$ cat src/rtl/ovft_pkg.sv
// Shared constants for the free-running timer: widths, reset value,
// register byte addresses and bit positions.
package ovft_pkg;
    localparam int              CNT_W     = 16;
    localparam int              BYTE_W    = 8;
    localparam int              N_PAIRS   = 2;
    localparam logic [CNT_W-1:0] CNT_RESET = 16'hFFFC;
    localparam logic [7:0]      A_CTL     = 8'h12;
    localparam logic [7:0]      A_STS     = 8'h13;
    localparam logic [7:0]      A_PAIR0   = 8'h20;
    localparam int              IEN_BIT   = 7;
    localparam int              FLAG_BIT  = 7;
endpackage

$ cat src/rtl/ovft_counter.sv
// Free-running up-counter with a count-enable tick.
// Assumes: tick is synchronous to clk; reset is synchronous, active low.
// Emits a one-cycle wrap pulse on the tick that rolls all ones to zero.
module ovft_counter #(
    parameter int              W         = 16,
    parameter logic [W-1:0]    RESET_VAL = 16'hFFFC
) (
    input  logic         clk,
    input  logic         rst_n,
    input  logic         tick,
    output logic [W-1:0] cnt,
    output logic         wrap
);
    localparam logic [W-1:0] ONE = {{(W-1){1'b0}}, 1'b1};

    // Wrap event: a tick while the count is at its maximum.
    assign wrap = tick && (cnt == {W{1'b1}});

    // Count register: load the reset value, then step on every tick.
    always_ff @(posedge clk) begin
        if (!rst_n)
            cnt <= RESET_VAL;
        else if (tick)
            cnt <= cnt + ONE;
    end

    p_reset_val_r1: assert property (@(posedge clk)
        !rst_n |=> cnt == RESET_VAL);
    p_hold_r2: assert property (@(posedge clk) disable iff (!rst_n)
        !tick |=> $stable(cnt));
    p_step_r2: assert property (@(posedge clk) disable iff (!rst_n)
        tick |=> cnt == $past(cnt) + ONE);
endmodule

$ cat src/rtl/ovft_snap.sv
// Low-byte capture for one register pair.
// Assumes: hi_rd and lo_rd are never high in the same cycle.
// A high-byte read captures the live low byte. The next low-byte read
// returns the captured byte and releases it; otherwise the live byte shows.
module ovft_snap #(
    parameter int W  = 16,
    parameter int BW = 8
) (
    input  logic          clk,
    input  logic          rst_n,
    input  logic          hi_rd,
    input  logic          lo_rd,
    input  logic [W-1:0]  live,
    output logic [BW-1:0] lo_out
);
    logic [BW-1:0] hold_q;
    logic          valid_q;

    // Capture register: load on a high read, release on a low read.
    always_ff @(posedge clk) begin
        if (!rst_n) begin
            hold_q  <= '0;
            valid_q <= 1'b0;
        end else if (hi_rd) begin
            hold_q  <= live[BW-1:0];
            valid_q <= 1'b1;
        end else if (lo_rd) begin
            valid_q <= 1'b0;
        end
    end

    // Low-byte view: captured byte while pending, else the live count.
    assign lo_out = valid_q ? hold_q : live[BW-1:0];

    p_coherent_r9: assert property (@(posedge clk) disable iff (!rst_n)
        hi_rd |=> lo_out == $past(live[BW-1:0]));
    p_release_r9: assert property (@(posedge clk) disable iff (!rst_n)
        lo_rd |=> lo_out == live[BW-1:0]);
endmodule

$ cat src/rtl/ovft_flag.sv
// Overflow flag, clear-sequence arm and interrupt enable.
// Assumes: wrap is a one-cycle pulse; sts_rd and lo_rd are exclusive.
// Priority at each edge: wrap sets the flag and cancels the arm, then an
// armed low-byte read clears both, then a status read arms if flag is set.
module ovft_flag (
    input  logic clk,
    input  logic rst_n,
    input  logic wrap,
    input  logic sts_rd,
    input  logic lo_rd,
    input  logic ctl_wr,
    input  logic ctl_bit,
    output logic flag,
    output logic ien,
    output logic irq
);
    logic arm_q;

    // Flag and arm state machine for the two-step clear.
    always_ff @(posedge clk) begin
        if (!rst_n) begin
            flag  <= 1'b0;
            arm_q <= 1'b0;
        end else if (wrap) begin
            flag  <= 1'b1;
            arm_q <= 1'b0;
        end else if (lo_rd && arm_q) begin
            flag  <= 1'b0;
            arm_q <= 1'b0;
        end else if (sts_rd && flag) begin
            arm_q <= 1'b1;
        end
    end

    // Interrupt enable register, written through the control address.
    always_ff @(posedge clk) begin
        if (!rst_n)
            ien <= 1'b0;
        else if (ctl_wr)
            ien <= ctl_bit;
    end

    // Interrupt request from the flag gated by the enable.
    assign irq = flag & ien;

    p_set_r3: assert property (@(posedge clk) disable iff (!rst_n)
        wrap |=> flag);
    p_clear_r4: assert property (@(posedge clk) disable iff (!rst_n)
        arm_q && lo_rd && !wrap |=> !flag);
    p_keep_r5: assert property (@(posedge clk) disable iff (!rst_n)
        flag && !arm_q |=> flag);
    p_cancel_r6: assert property (@(posedge clk) disable iff (!rst_n)
        arm_q && wrap |=> flag && !arm_q);
    p_arm_needs_flag_r4: assert property (@(posedge clk) disable iff (!rst_n)
        arm_q |-> flag);
endmodule

$ cat src/rtl/ovf_timer.sv
// Top of the free-running timer: address decode, read mux, and the two
// register pairs built by a generate loop over N_PAIRS.
// Assumes: rd and wr are not both high; the bus is synchronous to clk.
// Pair 0 is the primary pair whose low read takes part in clearing the
// flag; pair 1 is the secondary, side-effect-free view.
module ovf_timer
    import ovft_pkg::*;
(
    input  logic       clk,
    input  logic       rst_n,
    input  logic       tick,
    input  logic [7:0] addr,
    input  logic       rd,
    input  logic       wr,
    input  logic [7:0] wdata,
    output logic [7:0] rdata,
    output logic       irq
);
    logic [CNT_W-1:0]  cnt;
    logic              wrap;
    logic              flag;
    logic              ien;
    logic [N_PAIRS-1:0] hi_rd;
    logic [N_PAIRS-1:0] lo_rd;
    logic [BYTE_W-1:0] lo_b [N_PAIRS];
    logic              sts_rd;
    logic              ctl_rd;
    logic              ctl_wr;
    logic              unused_wbits;

    // Strobe decode for the control and status registers.
    assign sts_rd = rd && (addr == A_STS);
    assign ctl_rd = rd && (addr == A_CTL);
    assign ctl_wr = wr && !rd && (addr == A_CTL);
    assign unused_wbits = ^{wdata[IEN_BIT-1:0]};

    ovft_counter #(.W(CNT_W), .RESET_VAL(CNT_RESET)) u_cnt (
        .clk  (clk),
        .rst_n(rst_n),
        .tick (tick),
        .cnt  (cnt),
        .wrap (wrap)
    );

    // One capture stage per register pair at consecutive byte addresses.
    for (genvar g = 0; g < N_PAIRS; g++) begin : g_pair
        localparam logic [7:0] HI_A = A_PAIR0 + 8'(2 * g);
        localparam logic [7:0] LO_A = HI_A + 8'd1;

        assign hi_rd[g] = rd && (addr == HI_A);
        assign lo_rd[g] = rd && (addr == LO_A);

        ovft_snap #(.W(CNT_W), .BW(BYTE_W)) u_snap (
            .clk   (clk),
            .rst_n (rst_n),
            .hi_rd (hi_rd[g]),
            .lo_rd (lo_rd[g]),
            .live  (cnt),
            .lo_out(lo_b[g])
        );
    end

    ovft_flag u_flag (
        .clk    (clk),
        .rst_n  (rst_n),
        .wrap   (wrap),
        .sts_rd (sts_rd),
        .lo_rd  (lo_rd[0]),
        .ctl_wr (ctl_wr),
        .ctl_bit(wdata[IEN_BIT]),
        .flag   (flag),
        .ien    (ien),
        .irq    (irq)
    );

    // Read mux: zero unless a mapped register is addressed during rd.
    always_comb begin
        rdata = '0;
        if (ctl_rd)
            rdata[IEN_BIT] = ien;
        else if (sts_rd)
            rdata[FLAG_BIT] = flag;
        for (int p = 0; p < N_PAIRS; p++) begin
            if (hi_rd[p])
                rdata = cnt[CNT_W-1:BYTE_W];
            else if (lo_rd[p])
                rdata = lo_b[p];
        end
    end

    p_write_ignored_r8: assert property (@(posedge clk) disable iff (!rst_n)
        wr && !rd && !tick |=> $stable(cnt));
    p_read_keeps_cnt_r8: assert property (@(posedge clk) disable iff (!rst_n)
        rd && !tick |=> $stable(cnt));
    p_idle_bus_r11: assert property (@(posedge clk) disable iff (!rst_n)
        !rd |-> rdata == 8'h00);
endmodule

$ cat config.mk
export PLATFORM = sky130hd
export DESIGN_NAME = ovf_timer
export DESIGN_NICKNAME = d
export VERILOG_FILES = /design/src/rtl/ovft_pkg.sv /design/src/rtl/ovft_counter.sv /design/src/rtl/ovft_snap.sv /design/src/rtl/ovft_flag.sv /design/src/rtl/ovf_timer.sv
export SDC_FILE = /design/constraint.sdc
export NUM_CORES = 1
export LEC_CHECK = 0
export BUFFER_PORTS_ARGS = -buffer_cell sky130_fd_sc_hd__buf_4
export CAP_MARGIN = 10
export CORE_UTILIZATION = 55
export CTS_BUF_LIST = sky130_fd_sc_hd__clkbuf_16
export DETAILED_ROUTE_END_ITERATION = 7
export PLACE_DENSITY = 0.86
export SYNTH_ARGS = -nofsm -noshare
export SYNTH_HDL_FRONTEND = slang
export SYNTH_SLANG_ARGS = --single-unit
export TNS_END_PERCENT = 50
$ cat constraint.sdc
create_clock -name clk -period 5.15 [get_ports clk]
set_input_delay 1.03 -clock clk [delete_from_list [all_inputs] [get_ports clk]]
set_output_delay 1.03 -clock clk [all_outputs]
set_load 0.05 [all_outputs]
==> reports/results.tsv <==
stage	metric	value	unit
drt	vias	1625	
pwr	power	619.1	µW
synth	yosys_warnings	0	
synth	netlist_area	0.001932	mm²
final_layout	stdcell_area	0.002207	mm²
synth	async_reset_ff_frac	0	
drt	dr_wl_met2	1949	µm
synth	synthTopCellsByArea	dfxtp_1, mux2i_1, nor2b_1	
setup_path	crit_path_cell_trace	buf_4 -> or4_4 -> or2_2 -> a311oi_1 -> buf_4	
pwr	ir_drop	214.8	µV
synth	synth_area_per_cell	8.741	µm²
clock_tree	post_cts_buffers	0	
hold_path	hold_class	register to register	
floorplan	core_area	0.003363	mm²
clock_tree	htreeDepth	2	
grt	grt.total_usage	0.2355	
pwr	power_density	280.5	mW/mm²
job	drv_cap	0	
final_layout	final_util	0.6563	
setup_path	cp.arrival	2800	ps
drt	top_layer	met4	
grt	grt_start_max_net_pins	39	
drt	wl_met3	231	µm
drt	antenna_left	0	
drt	drc	0	
final_layout	area_growth_syn_to_layout	14.25	%
synth	synthMostInstantiatedCell	dfxtp_1	
synth	ys_seq_elements	37	
synth	synth_edf_count	0	
floorplan	dieHeight	61.27	µm
drt	drt-vias-per-instance	5.824	
drt	dr.first_iter.drc_count	84	
floorplan	ios	30	
clock_tree	clk_path_buf_depth	2	
floorplan	dieArea	0.003753	mm²
clock_tree	cts.sink_count	37	
timing	slew_viol_final	0	
synth	synth_cell_types	42	
drt	drt-pass1-iter-count	4	
timing	setup_viol	0	
clock_tree	cts_root_buf	clkbuf_16	
clock_tree	cts_resized	0	
final_layout	n_antenna_cell	0	
setup_path	crit_type	primary input to output port	
timing	setup_tns	0	ps
clock_tree	clock_latency	270	ps
setup_path	path_delay_family	simple AND/OR/NAND/NOR gates	
timing	min_period_over_period	0.7431	
setup_path	cp_slowest_cell	or4_4	
grt	grt_pass1_vias	1405	
clock_tree	hold_buffers	0	
placement	io_buffers	22	
setup_path	cp_slowest_stage_delay	560	ps
synth	synth_top_area_cell	dfxtp_1	
synth	synth_top_cell_area_share	0.3834	
placement	gp_congestion	0.7634	
timing	grt_setup_unrepaired	false	
final_layout	final_layout_size_suffix_gt1_frac	0.1416	
run_status	status	finished clean	
clock_tree	cts_buffers	5	
timing	hold_slack	496.2	ps
timing	fmax	261.3	MHz
synth	synth_top_flop_cell	dfxtp_1	
timing	layout_min_cycle_time	3827	ps
timing	finalHoldViolations	0	
pwr	power.leakage	0.8866	nW
placement	dp_hpwl	2750	µm
setup_path	worstSetupEndpointType	output port	
final_layout	final_net_count	255	
timing	skew	2.743	ps
clock_tree	path_clk_slew	50	ps
synth	synthTopCellsByCount	dfxtp_1, nand2_1, nor2b_1, mux2i_1, clkbuf_1	
setup_path	crit_fanout	11	
grt	grt_overflow	0	
floorplan	rows	21	
setup_path	setup.worst_path.start_class	primary input	
synth	syn_inst	221	
grt	antenna_found_initial	0	
drt	wl_met1	1862	µm
floorplan	start_util	0.5744	
floorplan	die_w	61.27	µm
drt	wl	4093	µm
timing	relSlewSlack	0.6731	
synth	syn-num-nets	243	
drt	wl_per_cell	14.67	µm
setup_path	path_buf_inv	2	
placement	dpl-instance-area	0.002074	mm²
setup_path	path_common_cell	buf_4	
timing	worst_pin_slew	488.9	ps
setup_path	cp.required	4120	ps
clock_tree	cts_tree	done	
grt	grt_pass1_wl	6313	µm
synth	yosysSeqAreaShare	0.3834	
-- per-stage QoR --
step | setup slack [ps] | cells
after global placement | 1365 | 272
after CTS | 1374 | 279
after global routing | 1339 | 279
after detailed placement | 1373 | 272
final | 1323 | 279
after floorplan | 818.4 | 221
-- path summary, 6_finish.rpt --
kind,from,end,slack (ps),cells after the start
hold reg to reg,u_flag.flag$_SDFFE_PN0P_,u_flag.flag$_SDFFE_PN0P_,500,2
setup / recovery,addr[7],rdata[1],1320,5
setup reg to reg,u_cnt.cnt[2]$_SDFFE_PN1P_,u_cnt.cnt[15]$_SDFFE_PN1P_,3380,4
hold / removal,u_flag.flag$_SDFFE_PN0P_,u_flag.flag$_SDFFE_PN0P_,500,2
-- flip-flops by register name, indices dropped and copies added, names as in the netlist --
register	cells
g_pair.u_snap.hold_q	16
u_flag.ien	1
u_cnt.cnt	16
g_pair.u_snap.valid_q	2
u_flag.arm_q	1
u_flag.flag	1
-- power breakdown --
group	switching (mW)	leakage (nW)	internal [mW]
Sequential	0.00770	0.299	0.291
Combinational	0.0261	0.519	0.0206
Clock	0.101	0.0685	0.173
Total	0.135	0.887	0.484
-- worst min-delay path, cell delays in order (launching register included) --
cell and delay, ps:
dfxtp_1 310, o31ai_1 60, a21boi_0 70
-- routing by layer --
| metal | GRT usage | vias to the layer above |
|---|---|---|
| li1 | - | 815 |
| met1 | 0.2993 | 757 |
| met2 | 0.3727 | 47 |
| met3 | 0.06513 | 6 |
| met4 | 0.1071 | 0 |
| met5 | 0 | - |
-- cell type report --
cell class | count | area (µm²)
Sequential cell | 37 | 740.7
Timing Repair Buffer | 23 | 172.7
Clock inverter | 2 | 7.507
Tap cell | 46 | 57.56
Clock buffer | 5 | 125.1
Fill cell | 315 | 1156
Multi-Input combinational cell | 162 | 1089
Inverter | 4 | 15.01
-- cells by family after synthesis --
family / after synthesis / share of synthesized area
adders and majority gates: 1 / 0.006476
muxes: 20 / 0.1043
xor gates and xnor gates: 10 / 0.04534
DFF: 37 / 0.3834
and+or+nand+nor: 95 / 0.2714
buffers and inverters: 22 / 0.05634
AOI/OAI and AO/OA: 36 / 0.1328
-- layout by cell type (no fill, tap or decap), types with 3 or more instances in the layout --
cell       netlist  routed
dfxtp_1         37      37
nand2_1         24      24
buf_4            1      23
nor2b_1         21      21
mux2i_1         19      19
nand3_1          8       8
nor2_1           7       7
nand4_1          7       7
xnor2_1          7       7
o21ai_0          6       6
nor4_1           7       6
a21oi_1          5       5
inv_1            4       5
clkbuf_16        0       5
a32oi_1          4       4
a311oi_1         4       4
nand2b_1         3       3
o22a_1           3       3
o211ai_1         3       3
xor2_1           3       3
nor3_1           3       3
or3_1            3       3
Power figures use the tool's default switching activity.
